[config.mk]
export PLATFORM = sky130hd
export DESIGN_NAME = norctl_top
export DESIGN_NICKNAME = d
export VERILOG_FILES = /design/src/rtl/norctl_pkg.sv /design/src/rtl/norctl_dp.sv /design/src/rtl/norctl_ctrl.sv /design/src/rtl/norctl_top.sv
export SDC_FILE = /design/constraint.sdc
export NUM_CORES = 1
export LEC_CHECK = 0
export BUFFER_PORTS_ARGS = -buffer_cell sky130_fd_sc_hd__buf_2
export CORE_MARGIN = 10
export CORE_UTILIZATION = 35
export CTS_CLUSTER_SIZE = 14
export DETAILED_ROUTE_END_ITERATION = 10
export HOLD_SLACK_MARGIN = 0.02
export PLACE_DENSITY = 0.6
export SYNTH_ARGS = -nofsm -noshare
export SYNTH_HDL_FRONTEND = slang
export SYNTH_SLANG_ARGS = --single-unit
[constraint.sdc]
create_clock -name clk -period 5.62 [get_ports clk]
set_input_delay 0 -clock clk [delete_from_list [all_inputs] [get_ports clk]]
set_output_delay 0 -clock clk [all_outputs]
set_load 0.1 [all_outputs]
[src/rtl/norctl_pkg.sv]
`timescale 1ns/1ps
package norctl_pkg;

  // command register bit positions
  localparam int CMD_RD  = 0;
  localparam int CMD_RS  = 1;
  localparam int CMD_PRG = 2;
  localparam int CMD_WR  = 4;
  localparam int CMD_WS  = 5;
  localparam int CMD_INC = 7;

  // register offsets
  localparam logic [3:0] REG_CMD    = 4'd0;
  localparam logic [3:0] REG_CNT    = 4'd1;
  localparam logic [3:0] REG_FSTAT  = 4'd2;
  localparam logic [3:0] REG_RDATA  = 4'd3;
  localparam logic [3:0] REG_ADR0   = 4'd4;
  localparam logic [3:0] REG_ADR1   = 4'd5;
  localparam logic [3:0] REG_ADR2   = 4'd6;
  localparam logic [3:0] REG_WDATA  = 4'd7;
  localparam int         REG_BANK0  = 8;
  localparam logic [3:0] REG_UNLOCK = 4'd14;

  localparam logic [7:0] UNLOCK_KEY = 8'h30;

  // flash opcodes
  localparam logic [7:0] OPC_WRSR = 8'h01;
  localparam logic [7:0] OPC_PP   = 8'h02;
  localparam logic [7:0] OPC_READ = 8'h03;
  localparam logic [7:0] OPC_RDSR = 8'h05;
  localparam logic [7:0] OPC_WREN = 8'h06;

  typedef enum logic [2:0] {
    SEG_READ, SEG_RDSR, SEG_WREN, SEG_PP, SEG_WRSR, SEG_RAW
  } segKind_e;

  typedef enum logic [2:0] {
    OP_NONE, OP_RD, OP_RS, OP_PRG, OP_WR, OP_WS
  } opSel_e;

  // strobes from control to datapath
  typedef struct packed {
    logic     load;
    segKind_e kind;
    logic     shift;
    logic     capRd;
    logic     capSr;
    logic     incAddr;
  } dpCtl_t;

endpackage

[src/rtl/norctl_dp.sv]
`timescale 1ns/1ps
module norctl_dp
  import norctl_pkg::*;
#(
  parameter int BANK_BYTES = 6,
  parameter int SHIFT_W    = 48,
  parameter int CNT_W      = 6
) (
  input  logic             clk,
  input  logic             rstN,
  input  logic             regWe,
  input  logic [3:0]       regAddr,
  input  logic [7:0]       regWdata,
  output logic [7:0]       regRdata,
  input  dpCtl_t           ctl,
  input  logic [7:0]       cmdView,
  input  logic             miso,
  output logic             mosi,
  output logic             lastBit,
  output logic             rawZero,
  output logic             unlocked
);

  localparam int BANK_W = BANK_BYTES * 8;

  logic [7:0]         cntReg, fstatReg, rdataReg, wdataReg;
  logic [23:0]        addrReg;
  logic [7:0]         bank [BANK_BYTES];
  logic [BANK_W-1:0]  bankFlat;
  logic [SHIFT_W-1:0] txSh, loadVal;
  logic [7:0]         rxSh;
  logic [CNT_W-1:0]   bitsLeft, loadBits, rawBits;

  // program bank, one register per byte; byte BANK_BYTES-1 is the MSB end
  for (genvar g = 0; g < BANK_BYTES; g++) begin : gBank
    always_ff @(posedge clk or negedge rstN) begin
      if (!rstN)
        bank[g] <= '0;
      else if (regWe && regAddr == 4'(REG_BANK0 + g))
        bank[g] <= regWdata;
    end
    assign bankFlat[g*8 +: 8] = bank[g];
  end

  assign rawBits = (int'(cntReg) > BANK_W) ? CNT_W'(BANK_W) : CNT_W'(cntReg);
  assign rawZero = (rawBits == '0);

  // segment image, left-aligned in the shifter
  always_comb begin
    loadVal  = '0;
    loadBits = '0;
    unique case (ctl.kind)
      SEG_READ: begin
        loadVal[SHIFT_W-1 -: 40] = {OPC_READ, addrReg, 8'h00};
        loadBits = CNT_W'(40);
      end
      SEG_RDSR: begin
        loadVal[SHIFT_W-1 -: 16] = {OPC_RDSR, 8'h00};
        loadBits = CNT_W'(16);
      end
      SEG_WREN: begin
        loadVal[SHIFT_W-1 -: 8] = OPC_WREN;
        loadBits = CNT_W'(8);
      end
      SEG_PP: begin
        loadVal[SHIFT_W-1 -: 40] = {OPC_PP, addrReg, wdataReg};
        loadBits = CNT_W'(40);
      end
      SEG_WRSR: begin
        loadVal[SHIFT_W-1 -: 16] = {OPC_WRSR, wdataReg};
        loadBits = CNT_W'(16);
      end
      SEG_RAW: begin
        loadVal[SHIFT_W-1 -: BANK_W] = bankFlat;
        loadBits = rawBits;
      end
      default: begin
        loadVal  = '0;
        loadBits = '0;
      end
    endcase
  end

  always_ff @(posedge clk or negedge rstN) begin
    if (!rstN) begin
      txSh     <= '0;
      rxSh     <= '0;
      bitsLeft <= '0;
    end else if (ctl.load) begin
      txSh     <= loadVal;
      bitsLeft <= loadBits;
    end else if (ctl.shift) begin
      txSh     <= txSh << 1;
      rxSh     <= {rxSh[6:0], miso};
      bitsLeft <= bitsLeft - 1'b1;
    end
  end

  assign mosi    = txSh[SHIFT_W-1];
  assign lastBit = (bitsLeft == CNT_W'(1));

  always_ff @(posedge clk or negedge rstN) begin
    if (!rstN) begin
      cntReg   <= '0;
      fstatReg <= '0;
      rdataReg <= '0;
      wdataReg <= '0;
      addrReg  <= '0;
      unlocked <= 1'b0;
    end else begin
      if (ctl.capRd)   rdataReg <= rxSh;
      if (ctl.capSr)   fstatReg <= rxSh;
      if (ctl.incAddr) addrReg  <= addrReg + 24'd1;
      if (regWe) begin
        unique case (regAddr)
          REG_CNT:    cntReg         <= regWdata;
          REG_ADR0:   addrReg[7:0]   <= regWdata;
          REG_ADR1:   addrReg[15:8]  <= regWdata;
          REG_ADR2:   addrReg[23:16] <= regWdata;
          REG_WDATA:  wdataReg       <= regWdata;
          REG_UNLOCK: unlocked       <= (regWdata == UNLOCK_KEY);
          default: ;
        endcase
      end
    end
  end

  always_comb begin
    regRdata = '0;
    unique case (regAddr)
      REG_CMD:    regRdata = cmdView;
      REG_CNT:    regRdata = cntReg;
      REG_FSTAT:  regRdata = fstatReg;
      REG_RDATA:  regRdata = rdataReg;
      REG_ADR0:   regRdata = addrReg[7:0];
      REG_ADR1:   regRdata = addrReg[15:8];
      REG_ADR2:   regRdata = addrReg[23:16];
      REG_WDATA:  regRdata = wdataReg;
      REG_UNLOCK: regRdata = {7'd0, unlocked};
      default: begin
        for (int i = 0; i < BANK_BYTES; i++)
          if (regAddr == 4'(REG_BANK0 + i)) regRdata = bank[i];
      end
    endcase
  end


  addr_inc_chk: assert property (@(posedge clk) disable iff (!rstN)
    (ctl.incAddr && !(regWe && (regAddr == REG_ADR0 || regAddr == REG_ADR1 || regAddr == REG_ADR2)))
    |=> addrReg == $past(addrReg) + 24'd1);


  no_empty_shift_chk: assert property (@(posedge clk) disable iff (!rstN)
    ctl.shift |-> bitsLeft != '0);

endmodule

[src/rtl/norctl_ctrl.sv]
`timescale 1ns/1ps
module norctl_ctrl
  import norctl_pkg::*;
#(
  parameter int GAP_CYC = 4
) (
  input  logic       clk,
  input  logic       rstN,
  input  logic       regWe,
  input  logic [3:0] regAddr,
  input  logic [7:0] regWdata,
  input  logic       unlocked,
  input  logic       lastBit,
  input  logic       rawZero,
  output dpCtl_t     ctl,
  output logic [7:0] cmdView,
  output logic       sclk,
  output logic       csN
);

  localparam int GAP_W = $clog2(GAP_CYC + 1);

  typedef enum logic [2:0] {
    ST_IDLE, ST_LOAD, ST_SHIFT, ST_SEGEND, ST_GAP, ST_FIN
  } state_e;

  state_e           st;
  opSel_e           op, reqOp;
  logic             incFlag, segIdx, sclkHigh, csNReg, accept, twoSeg;
  logic [GAP_W-1:0] gapCnt, csHighCnt;
  segKind_e         segKind;
  logic             unusedOk;

  assign unusedOk = ^{regWdata[3], regWdata[6]};

  // lowest-numbered trigger wins
  always_comb begin
    reqOp = OP_NONE;
    if      (regWdata[CMD_RD])  reqOp = OP_RD;
    else if (regWdata[CMD_RS])  reqOp = OP_RS;
    else if (regWdata[CMD_PRG]) reqOp = OP_PRG;
    else if (regWdata[CMD_WR])  reqOp = OP_WR;
    else if (regWdata[CMD_WS])  reqOp = OP_WS;
  end

  assign accept = regWe && regAddr == REG_CMD && unlocked &&
                  st == ST_IDLE && reqOp != OP_NONE;
  assign twoSeg = (op == OP_WR) || (op == OP_WS);

  always_comb begin
    unique case (op)
      OP_RD:   segKind = SEG_READ;
      OP_RS:   segKind = SEG_RDSR;
      OP_PRG:  segKind = SEG_RAW;
      OP_WR:   segKind = segIdx ? SEG_PP   : SEG_WREN;
      OP_WS:   segKind = segIdx ? SEG_WRSR : SEG_WREN;
      default: segKind = SEG_WREN;
    endcase
  end

  always_comb begin
    cmdView = '0;
    unique case (op)
      OP_RD:   cmdView[CMD_RD]  = 1'b1;
      OP_RS:   cmdView[CMD_RS]  = 1'b1;
      OP_PRG:  cmdView[CMD_PRG] = 1'b1;
      OP_WR:   cmdView[CMD_WR]  = 1'b1;
      OP_WS:   cmdView[CMD_WS]  = 1'b1;
      default: cmdView = '0;
    endcase
  end

  always_ff @(posedge clk or negedge rstN) begin
    if (!rstN) begin
      st       <= ST_IDLE;
      op       <= OP_NONE;
      incFlag  <= 1'b0;
      segIdx   <= 1'b0;
      sclkHigh <= 1'b0;
      csNReg   <= 1'b1;
      gapCnt   <= '0;
    end else begin
      unique case (st)
        ST_IDLE: if (accept) begin
          op      <= reqOp;
          incFlag <= regWdata[CMD_INC];
          segIdx  <= 1'b0;
          st      <= (reqOp == OP_PRG && rawZero) ? ST_FIN : ST_LOAD;
        end
        ST_LOAD: begin
          csNReg   <= 1'b0;
          sclkHigh <= 1'b0;
          st       <= ST_SHIFT;
        end
        ST_SHIFT: begin
          if (!sclkHigh) sclkHigh <= 1'b1;
          else begin
            sclkHigh <= 1'b0;
            if (lastBit) st <= ST_SEGEND;
          end
        end
        ST_SEGEND: begin
          csNReg <= 1'b1;
          gapCnt <= '0;
          st     <= ST_GAP;
        end
        ST_GAP: begin
          if (gapCnt == GAP_W'(GAP_CYC - 1)) begin
            if (twoSeg && !segIdx) begin
              segIdx <= 1'b1;
              st     <= ST_LOAD;
            end else st <= ST_FIN;
          end else gapCnt <= gapCnt + 1'b1;
        end
        ST_FIN: begin
          op      <= OP_NONE;
          incFlag <= 1'b0;
          st      <= ST_IDLE;
        end
        default: st <= ST_IDLE;
      endcase
    end
  end

  always_comb begin
    ctl         = '0;
    ctl.load    = (st == ST_LOAD);
    ctl.kind    = segKind;
    ctl.shift   = (st == ST_SHIFT) && sclkHigh;
    ctl.capRd   = (st == ST_SEGEND) && (op == OP_RD);
    ctl.capSr   = (st == ST_SEGEND) && (op == OP_RS);
    ctl.incAddr = (st == ST_FIN) && incFlag && (op == OP_RD || op == OP_WR);
  end

  assign sclk = sclkHigh;
  assign csN  = csNReg;

  // chip-select high time, saturating, for the gap check
  always_ff @(posedge clk or negedge rstN) begin
    if (!rstN) csHighCnt <= GAP_W'(GAP_CYC);
    else if (!csNReg) csHighCnt <= '0;
    else if (csHighCnt != GAP_W'(GAP_CYC)) csHighCnt <= csHighCnt + 1'b1;
  end


  busy_onehot_chk: assert property (@(posedge clk) disable iff (!rstN)
    (st != ST_IDLE) |-> ($onehot(cmdView) && !cmdView[CMD_INC]));


  lock_chk: assert property (@(posedge clk) disable iff (!rstN)
    (st == ST_IDLE && !unlocked) |=> st == ST_IDLE);


  busy_ignore_chk: assert property (@(posedge clk) disable iff (!rstN)
    (st != ST_IDLE && st != ST_FIN) |=> op == $past(op));


  cs_gap_chk: assert property (@(posedge clk) disable iff (!rstN)
    $fell(csNReg) |-> csHighCnt >= GAP_W'(GAP_CYC));


  sclk_cs_chk: assert property (@(posedge clk) disable iff (!rstN)
    sclkHigh |-> !csNReg);

endmodule

[src/rtl/norctl_top.sv]
`timescale 1ns/1ps
module norctl_top
  import norctl_pkg::*;
#(
  parameter int BANK_BYTES = 6,
  parameter int GAP_CYC    = 4
) (
  input  logic       clk,
  input  logic       rstN,
  input  logic       regWe,
  input  logic [3:0] regAddr,
  input  logic [7:0] regWdata,
  output logic [7:0] regRdata,
  output logic       sfClk,
  output logic       sfCsN,
  output logic       sfMosi,
  input  logic       sfMiso,
  output logic       sfWpN,
  output logic       sfHoldN
);

  localparam int SHIFT_W = (BANK_BYTES * 8 > 40) ? BANK_BYTES * 8 : 40;
  localparam int CNT_W   = $clog2(SHIFT_W + 1);

  dpCtl_t     ctl;
  logic [7:0] cmdView;
  logic       lastBit, rawZero, unlocked;

  norctl_ctrl #(.GAP_CYC(GAP_CYC)) i_ctrl (
    .clk(clk), .rstN(rstN), .regWe(regWe), .regAddr(regAddr),
    .regWdata(regWdata), .unlocked(unlocked), .lastBit(lastBit),
    .rawZero(rawZero), .ctl(ctl), .cmdView(cmdView),
    .sclk(sfClk), .csN(sfCsN)
  );

  norctl_dp #(.BANK_BYTES(BANK_BYTES), .SHIFT_W(SHIFT_W), .CNT_W(CNT_W)) i_dp (
    .clk(clk), .rstN(rstN), .regWe(regWe), .regAddr(regAddr),
    .regWdata(regWdata), .regRdata(regRdata), .ctl(ctl), .cmdView(cmdView),
    .miso(sfMiso), .mosi(sfMosi), .lastBit(lastBit), .rawZero(rawZero),
    .unlocked(unlocked)
  );

  assign sfWpN   = 1'b1;
  assign sfHoldN = 1'b1;


  mode0_chk: assert property (@(posedge clk) disable iff (!rstN)
    (!sfCsN && sfClk) |-> $stable(sfMosi));

endmodule

==> results of run 1 <==
==> report_power, final <==
part	internal [uW]	switching [uW]
Combinational	305	417
Clock	641	513
Sequential	1530	296
==> kinds of logic after synthesis <==
family	synth area share, %
AND/OR/NAND/NOR	15.23
AO/OA/AOI/OAI	16.02
flip-flops	46.76
multiplexers	14.47
buffers and inverters	4.103
XOR/XNOR	2.727
adder cells (fa/ha/maj)	0.6493
other	0.03892
==> Yosys cell counts (3+ instances only) <==
| library cell | n | share of area [%] |
|---|---|---|
| sky130_fd_sc_hd__dfrtp_1 | 179 | 46 |
| sky130_fd_sc_hd__nor3b_1 | 4 | 0.31 |
| sky130_fd_sc_hd__buf_2 | 12 | 0.62 |
| sky130_fd_sc_hd__ha_1 | 5 | 0.65 |
| sky130_fd_sc_hd__mux2_2 | 88 | 10 |
| sky130_fd_sc_hd__or2_2 | 3 | 0.19 |
| sky130_fd_sc_hd__buf_1 | 4 | 0.16 |
| sky130_fd_sc_hd__o221ai_1 | 4 | 0.36 |
| sky130_fd_sc_hd__o21ai_0 | 63 | 3.3 |
| sky130_fd_sc_hd__and3_1 | 4 | 0.26 |
| sky130_fd_sc_hd__mux4_2 | 5 | 1.2 |
| sky130_fd_sc_hd__o211ai_1 | 6 | 0.47 |
| sky130_fd_sc_hd__a211oi_1 | 7 | 0.55 |
| sky130_fd_sc_hd__nand4_1 | 6 | 0.39 |
| sky130_fd_sc_hd__a21oi_1 | 44 | 2.3 |
| sky130_fd_sc_hd__mux2i_1 | 29 | 3.0 |
| sky130_fd_sc_hd__and2_1 | 6 | 0.39 |
| sky130_fd_sc_hd__a221oi_1 | 38 | 3.5 |
| sky130_fd_sc_hd__nand3b_1 | 5 | 0.39 |
| sky130_fd_sc_hd__nor2b_1 | 11 | 0.71 |
| sky130_fd_sc_hd__nand3_1 | 20 | 1.0 |
| sky130_fd_sc_hd__a31oi_1 | 28 | 1.8 |
| sky130_fd_sc_hd__nor4_1 | 5 | 0.32 |
| sky130_fd_sc_hd__nor4b_1 | 3 | 0.27 |
| sky130_fd_sc_hd__nand2b_1 | 11 | 0.71 |
| sky130_fd_sc_hd__nor2_1 | 57 | 2.2 |
| sky130_fd_sc_hd__o22ai_1 | 6 | 0.39 |
| sky130_fd_sc_hd__xnor2_1 | 16 | 1.5 |
| sky130_fd_sc_hd__a32o_1 | 7 | 0.73 |
| sky130_fd_sc_hd__xor2_1 | 14 | 1.3 |
| sky130_fd_sc_hd__and4_1 | 6 | 0.55 |
| sky130_fd_sc_hd__a22oi_1 | 14 | 1.1 |
| sky130_fd_sc_hd__nand2_1 | 139 | 5.4 |
| sky130_fd_sc_hd__inv_1 | 14 | 0.55 |
| sky130_fd_sc_hd__o31ai_1 | 3 | 0.23 |
| sky130_fd_sc_hd__clkbuf_1 | 60 | 2.3 |
| sky130_fd_sc_hd__nor3_1 | 12 | 0.62 |
==> through the flow <==
| step | total power (uW) | hold WS, ps | cells |
|---|---|---|---|
| floorplan | 2282 | -295.6 | 974 |
| global placement | 2544 | 180.7 | 1267 |
| detailed placement | 2560 | 183.1 | 1267 |
| CTS | 3713 | 20.28 | 1302 |
| global route | 3873 | 30.28 | 1302 |
| finish | 3703 | 16.06 | 1303 |
==> layout by cell type, fill, tap and decap left out, types with 4 or more instances in the layout <==
master / Yosys / routed
sky130_fd_sc_hd__and3_1: 4 / 4
sky130_fd_sc_hd__ha_1: 5 / 5
sky130_fd_sc_hd__nor2_1: 57 / 57
sky130_fd_sc_hd__nor3b_1: 4 / 4
sky130_fd_sc_hd__xor2_1: 14 / 14
sky130_fd_sc_hd__o22ai_1: 6 / 6
sky130_fd_sc_hd__nor3_1: 12 / 11
sky130_fd_sc_hd__mux4_2: 5 / 5
sky130_fd_sc_hd__o221ai_1: 4 / 4
sky130_fd_sc_hd__and2_1: 6 / 6
sky130_fd_sc_hd__dlygate4sd3_1: 0 / 6
sky130_fd_sc_hd__mux2_2: 88 / 88
sky130_fd_sc_hd__xnor2_1: 16 / 16
sky130_fd_sc_hd__nor2b_1: 11 / 11
sky130_fd_sc_hd__nand3_1: 20 / 20
sky130_fd_sc_hd__a32o_1: 7 / 7
sky130_fd_sc_hd__nand4_1: 6 / 6
sky130_fd_sc_hd__inv_1: 14 / 14
sky130_fd_sc_hd__nand2b_1: 11 / 10
sky130_fd_sc_hd__mux2i_1: 29 / 29
sky130_fd_sc_hd__nand3b_1: 5 / 5
sky130_fd_sc_hd__clkbuf_16: 0 / 17
sky130_fd_sc_hd__nor4_1: 5 / 5
sky130_fd_sc_hd__a211oi_1: 7 / 7
sky130_fd_sc_hd__a31oi_1: 28 / 28
sky130_fd_sc_hd__a21oi_1: 44 / 43
sky130_fd_sc_hd__a221oi_1: 38 / 38
sky130_fd_sc_hd__buf_4: 2 / 7
sky130_fd_sc_hd__clkbuf_8: 0 / 4
sky130_fd_sc_hd__buf_2: 12 / 25
sky130_fd_sc_hd__o21ai_0: 63 / 63
sky130_fd_sc_hd__dfrtp_1: 179 / 179
sky130_fd_sc_hd__nand2_1: 139 / 139
sky130_fd_sc_hd__and4_1: 6 / 6
sky130_fd_sc_hd__a22oi_1: 14 / 14
sky130_fd_sc_hd__o211ai_1: 6 / 6
==> path summary, 6_finish.rpt <==
kind,end,cells after the start,from,slack (ps)
max,regRdata[2],6,i_ctrl.op[1],1830
min,i_dp.addrReg[17],3,regWdata[1],20
max reg2reg,i_dp.txSh[36],4,i_ctrl.op[0],2690
min reg2reg,i_ctrl.csN,2,i_ctrl.csN,480
max in group asynchronous,i_dp.rdataReg[6],3,rstN,3970
min in group asynchronous,i_dp.bitsLeft[2],2,rstN,220
==> final cells by class <==
class                           instances  area, sq um  area share, %
Tap cell                              341        426.7          4.043
Timing Repair Buffer                   39        251.5          2.383
Inverter                               14        52.55         0.4979
Multi-Input combinational cell        699         4766          45.16
Antenna cell                            1        2.502        0.02371
Clock inverter                          7        75.07         0.7113
Clock buffer                           22        474.2          4.493
Sequential cell                       180         4506          42.69
==> layer usage <==
metal | share of wire (%) | up-vias
met5 | 0 | -
met4 | 2.1 | 0
met3 | 6.8 | 39
met2 | 46 | 250
met1 | 45 | 3818
li1 | - | 3495
==> tightest hold or removal path: stages <==
cell and delay, ps:
sky130_fd_sc_hd__buf_2 240, sky130_fd_sc_hd__nand2_1 100, sky130_fd_sc_hd__o21ai_0 70
==> flip-flops by register name (all words and copies together) (netlist names) <==
name and flops:
i_ctrl.csN 1, i_dp.wdataReg 8, i_dp.cntReg 8, i_ctrl.incFlag 1
i_ctrl.sclk 1, i_dp.fstatReg 8, i_dp.unlocked 1, i_dp.bitsLeft 6
i_dp.bank 48, i_dp.addrReg 24, i_dp.rdataReg 8, i_dp.rxSh 8
i_ctrl.op 3, i_dp.txSh 48, i_ctrl.segIdx 1, i_ctrl.st 3
i_ctrl.gapCnt 3
==> results by stage, run 1 <==
Status:
- The flow ran to the end, and the final reports show no timing, DRC or antenna violations.

Detailed routing:
- Once detail routing completed, the nets flagged for antenna violations numbered 0.
- Dividing the detail-routed wire length by the instance count gives 22.25 microns.
- The average via count per standard cell is roughly 6.
- Summing over every cut layer, the via total after detailed routing is about 7600.
- The routed design has 28990 microns of wire.
- The number of remaining DRC errors is 0.
- The first detailed-routing pass took 7 iterations.
- After the first detailed-routing iteration, the DRC count stood at 860.

Global routing:
- The number of antenna violations at the first check in global routing came to 1.
- The number of global-route vias before repair is around 7200.
- The total track usage is roughly 17%.
- The met3 routing resource usage after global routing is ~3.3%.
- The layer flagged by global routing as most heavily used is met2.
- The first-pass GRT wire length is 44960 microns.
- Global routing consumed, on the met2 layer, a little over a quarter of the routing resources.
- For met1 alone, demand over resource in global routing was between 20% and 30%.
- Global routing finished with a remaining overflow of 0.
- Entering global routing, the biggest net connects 116 pins.

Critical path:
- The critical path goes through nor2b_1 -> and2_1 -> a221oi_1 -> or2_2 -> a22oi_1 -> buf_2.
- The worst setup path is launched from a flip-flop.
- The worst setup path is captured at an output port.
- At the worst endpoint, the required time is roughly 5600 ps.
- The master of the slowest instance on the critical path is sky130_fd_sc_hd__and2_1.
- Grouping stages by cell kind, the critical path spends the most delay in simple AND/OR/NAND/NOR gates.
- The critical path data arrival time is 3790 ps.
- The critical path start-end classification is reg2out.
- The combined buffer and inverter count along the critical path is 1.
- The largest fanout of any net on the critical path is 26.
- The critical path's largest stage delay is about 900 ps.

Timing:
- The setup TNS is 0 ps.
- The worst path uses 67.42% of the clock period.
- Setup repair after global routing left no endpoint under its margin.
- The count of final max-slew check failures was 0.
- The number of hold violations in the final report came to 0.
- For the pin with the worst max-slew slack, the measured transition is 1283 ps.
- For this run, the top clock speed supported by timing is 0.2639 GHz.
- Setup violations remaining at the end of the flow were counted as 0.
- The clock tree skew after final layout is ~9.7 ps.
- The minimum period implied by the final worst setup slack is roughly 3800 ps.
- The worst-case headroom to the max-slew limit is 14.03%.
- The smallest setup slack after layout is 1831 ps.

Finish:
- The finished layout cell area is 10550 sq um.
- The post-synthesis to final-layout area growth is 9.532%.
- The share of the core filled with cells is roughly two fifths.
- The ratio of cells with drive above 1 in the final layout is between 15 and 20%.
- The final layout contains 972 nets.
- The final-layout fill cell count is approximately 2700.

Floorplanning:
- The total number of placement rows is 60.
- Measured along the y axis, the die boundary spans about 190 microns.
- The starting density of the core is between 30% and 40%.
- The floorplan step defined a die boundary enclosing between 30000 and 40000 sq um.
- The total I/O pin count is 29.
- The floorplan step set the die width to between 150 and 200 microns.
- The core box area is 27030 sq um.

Yosys:
- For this run, the leading register cell type out of synthesis is sky130_fd_sc_hd__dfrtp_1.
- The cell count after synthesis is slightly below 1000.
- The number of distinct library cells after synthesis is 64.
- Counting flops with a built-in enable in the synthesized netlist gives 0.
- Of all flip-flops after synthesis, the portion carrying an async set or reset was between 90% and 100%.
- Each instance of the synthesized netlist takes up on average around 9.9 sq um.
- The Yosys step of the flow raised 0 warnings.
- Sequential elements use approximately 47% of the synthesized area.
- The summed instance area of the synthesized netlist is approximately 9600 sq um.
- The synthesized design contains 180 register bits.

Place:
- The worst setup timing slack at the placement stage is approximately 2400 ps.
- The instance area after placement is 9942 sq um.
- The number of input and output port buffers inserted is 26.
- Detailed placement ended at an HPWL of 19910 microns.
- The congestion estimate from routability-driven global placement came to between 0.9 and 1.

Pwr:
- Dividing total power by cell area gives a power density of roughly 350 nW/um^2.
- For this design the static power due to leakage is roughly 0.0044 uW.
- The worst-case IR drop observed on VDD is roughly 0.00022 V.

CTS:
- The clock tree synthesis step divided the H-tree into 4 levels.
- The clock latency reported for the late side of the worst-skew pair is around 440 ps.
- The number of clock sinks seen by CTS is 180.
- The number of CTS-inserted buffers is 17.
- The number of gates resized after CTS was 0.
- For this design, the CTS-stage hold fixing added 6 buffers.
- CTS placed an instance of sky130_fd_sc_hd__clkbuf_16 at the clock tree root.
- The CTS tree is done.
- The clock passes through at most 2 buffers.
- In this run the post-CTS setup repair buffer count came out at 0.
- Clock-pin slew was measured on the worst setup and hold paths at around 70 ps.

Flow run:
- Max-cap violations in this run came to 0.

Min path:
- The type of the most critical hold path is in2reg.
(Power assumes the default switching activity.)
==> inputs of run 2 (changes only) <==
--- a/config.mk
+++ b/config.mk
@@ -11,7 +11,7 @@
 export CTS_CLUSTER_SIZE = 14
 export DETAILED_ROUTE_END_ITERATION = 10
 export HOLD_SLACK_MARGIN = 0.02
-export PLACE_DENSITY = 0.6
+export PLACE_DENSITY = 0.62
 export SYNTH_ARGS = -nofsm -noshare
 export SYNTH_HDL_FRONTEND = slang
 export SYNTH_SLANG_ARGS = --single-unit
==> constraint.sdc (replaced) <==
create_clock -name clk -period 3.35 [get_ports clk]
set_input_delay 0 -clock clk [delete_from_list [all_inputs] [get_ports clk]]
set_output_delay 0 -clock clk [all_outputs]
set_load 0.1 [all_outputs]
==> run 2 against run 1 <==
  * Cell count grew 1.0%
  * Setup slack got worse by 1400 ps
  * Via count up 1.1%
  * First-iteration DRC count is 17% higher
  * Register-to-register slack lost 1800 ps
  * Clock skew grew 1.8 ps
  * Non-clock buffer count is 13 higher
  * Clock-buffer cell count is 1 lower
  * Sequential power grew 68%
  * Clock power increased by 72%
  * Largest cell class unchanged
  * Largest power group unchanged
==> results by stage, run 2 (same netlist as run 1, synthesis figures left out) <==
CTS:
- The CTS tree is done.
- The clock passes through at most 2 buffers.
- The clock reaches the later pin of the worst-skew pair after about 440 ps.
- The maximum level of the CTS H-tree is 4.
- The number of CTS-inserted buffers is 17.
- The cell at the root of the clock tree is sky130_fd_sc_hd__clkbuf_16.
- The number of buffers added for setup after CTS is 0.
- In this run, post-CTS repair resized a total of 0 instances.
- The clock transition at the register clock pins on the worst setup and hold paths after CTS is 60 ps.
- The number of clock sinks seen by CTS is 180.

Timing:
- The number of hold violations in the final report is 0.
- The worst pin sits at a relative slew slack of roughly 32%.
- The clock tree skew after final layout is 11.54 ps.
- Setup repair after global routing left no endpoint under its margin.
- The actual transition at the worst max-transition pin is slightly above 1000 ps.
- Setup violations remaining at the end of the flow were counted as 0.
- For the finished layout, the period the worst path requires is between 2000 and 3000 ps.
- Based on the critical path, the design can be clocked at up to ~0.34 GHz.
- Once routing completed, OpenROAD measured the worst setup slack at around 400 ps.
- The fraction of the cycle the final worst path needs is around 88%.
- Summed over all failing endpoints, the final setup total negative slack is 0 ps.
- The count of final max-slew check failures was 0.

Global routing:
- The number of antenna violations at the first check in global routing is 1.
- The number of global-route vias before repair came to around 7400.
- The total track usage is about 18%.
- The first-pass GRT wire length is 46310 microns.
- The maximum number of pins on one net before global-route repair is roughly 120.
- The total congestion overflow is 0.

Finish:
- In the final design database the tool counted 985 nets.
- The ratio of cells with drive above 1 in the final layout is between 10% and 20%.
- The library cell used most frequently in the layout, excluding fill and tap cells, is sky130_fd_sc_hd__dfrtp_1.
- The number of antenna diodes in the final layout is 0.
- The area growth from synthesis to layout is 11.15%.
- Leaving out fill and tap cells, the most frequent cells in the layout are sky130_fd_sc_hd__dfrtp_1 (179), sky130_fd_sc_hd__nand2_1 (139), sky130_fd_sc_hd__mux2_2 (88), sky130_fd_sc_hd__o21ai_0 (63), sky130_fd_sc_hd__nor2_1 (57).
- The largest registers in the layout are i_dp.bank: 48 flops, i_dp.txSh: 48 flops, i_dp.addrReg: 24 flops.

Detailed routing:
- The detail route stage leaves a number of antenna-violating nets equal to 0.
- The average via count per standard cell is ~5.8.
- In the routed design, unresolved DRC markers number 0.
- Across all layers, the routed design uses just under 8000 vias.
- For this run, the detailed router's first-pass iteration total came to 7.
- Dividing the detail-routed wire length by the instance count gives 22.85 microns.
- The number of DRC markers after the initial detailed-route iteration is 1003.
- Wires add up to 30080 microns.

Status:
- The flow ran to the end, and the final reports show no timing, DRC or antenna violations.

Min path:
- The type of the most critical hold path is in2reg.

Pwr:
- For this design the static power due to leakage is 0.004542 uW.
- The worst-case IR drop observed on VDD is roughly 0.00025 V.
- The power density over the cells is between 500 and 600 nW/um^2.

Floorplanning:
- The total number of placement rows is 60.
- The total I/O pin count is 29.
- The die is about 190 microns tall.
- The overall die width is approximately 190 microns.
- The core box area is about 27000 sq um.
- The starting density of the core is about 36%.
- The area of the die is 34570 sq um.

Place:
- The half-perimeter wire length of the detailed placement result is 20920 microns.
- In this run the tool buffered the top-level ports with 26 buffer cells.
- Routability-driven placement finished with a final weighted congestion of ~0.98.
- OpenSTA, run right after detailed placement, puts the worst setup slack at between 900 and 1000 ps.

Critical path:
- The critical path endpoint category is an output port.
- The largest single stage delay on the critical path is approximately 620 ps.
- The critical path in this run is classified as reg2out.
- Data on the critical path is required at its endpoint by 3350 ps.
- STA classifies the critical path startpoint as a flip-flop.
- Traced cell by cell, the critical path runs through nor2b_1 -> nor3b_1 -> a221oi_1 -> and2_1 -> a311oi_2 -> buf_2.
- In this run the worst path has a maximum fanout of 15.
- The critical path data arrival time is between 2000 and 3000 ps.
- The master of the slowest instance on the critical path is sky130_fd_sc_hd__dfrtp_1.

Flow run:
- Across the run, the number of max-cap violations was 0.
==> run 2: cell types whose count changed in the layout (fill, tap and decap cells not counted), moves of 2 or more <==
| cell | change |
|---|---|
| sky130_fd_sc_hd__a311oi_2 | +2 |
| sky130_fd_sc_hd__a311oi_1 | -2 |
| sky130_fd_sc_hd__clkinv_4 | +2 |
| sky130_fd_sc_hd__dlygate4sd3_1 | +2 |
| sky130_fd_sc_hd__buf_4 | +10 |
| sky130_fd_sc_hd__clkinvlp_4 | -2 |
| sky130_fd_sc_hd__buf_12 | +2 |
| sky130_fd_sc_hd__inv_6 | +2 |
==> run 2: cell type report <==
class                           instances  area, sq um
Fill cell                            2692        16320
Tap cell                              341        426.7
Inverter                               14        52.55
Clock inverter                          9        95.09
Clock buffer                           21        470.5
Sequential cell                       180         4506
Multi-Input combinational cell        699         4778
Timing Repair Buffer                   52        381.6
==> run 2: worst paths after layout <==
kind,startpoint,end,slack [ps],cells after the start
hold reg to reg,i_ctrl.csN,i_ctrl.csN,480,2
hold / removal,regWdata[2],i_dp.addrReg[18],40,3
setup / recovery,i_ctrl.op[2],regRdata[7],400,6
min in group asynchronous,rstN,i_dp.rxSh[5],200,2
max in group asynchronous,rstN,i_dp.txSh[30],2130,3
setup reg to reg,i_ctrl.op[1],i_dp.txSh[45],910,5
==> run 2: power by group <==
group          leakage [uW]  switching [uW]  internal [uW]  total [uW]
Combinational       0.00196             714            528        1240
Clock              0.000277             895           1090        1980
Sequential          0.00231             504           2570        3070
==> run 2: worst max-delay path: cells and delay by family (launching register included) <==
kind                   cells  cell delay [ps]
and+or+nand+nor            3              900
DFF                        1              620
buffers and inverters      1              500
AOI/OAI and AO/OA          2              480
==> run 2: metal layers <==
layer / vias up / routed length [microns] / GRT usage, % / part of all wire, %
li1: 3534 / - / - / -
met1: 3861 / 13940 / 24.81 / 46
met2: 252 / 13780 / 27.15 / 46
met3: 34 / 1832 / 3.353 / 6.1
met4: 2 / 509 / 4.966 / 1.7
met5: - / 20 / 0 / 0.066
==> run 2: metrics by stage <==
step | hold WS, ps | cell area (sq um) | instances | power [uW] | util [%]
4_1_cts | 20.36 | 10710 | 1316 | 6308 | 39.63
5_1_grt | 32.50 | 10710 | 1316 | 6580 | 39.63
3_5_place_dp | 208.7 | 10060 | 1278 | 4328 | 37.24
6_report | 40.77 | 10710 | 1316 | 6297 | 39.63
2_1_floorplan | -295.6 | 9652 | 974 | 3832 | -
3_3_place_gp | 205.2 | 10060 | 1278 | 4296 | 37.24
==> run 2: what timing repair did <==
action / in CTS / in global routing
hold endpoints to repair: 120 / 0
endpoints found under the setup margin: 0 / 0
hold buffers: 8 / 0
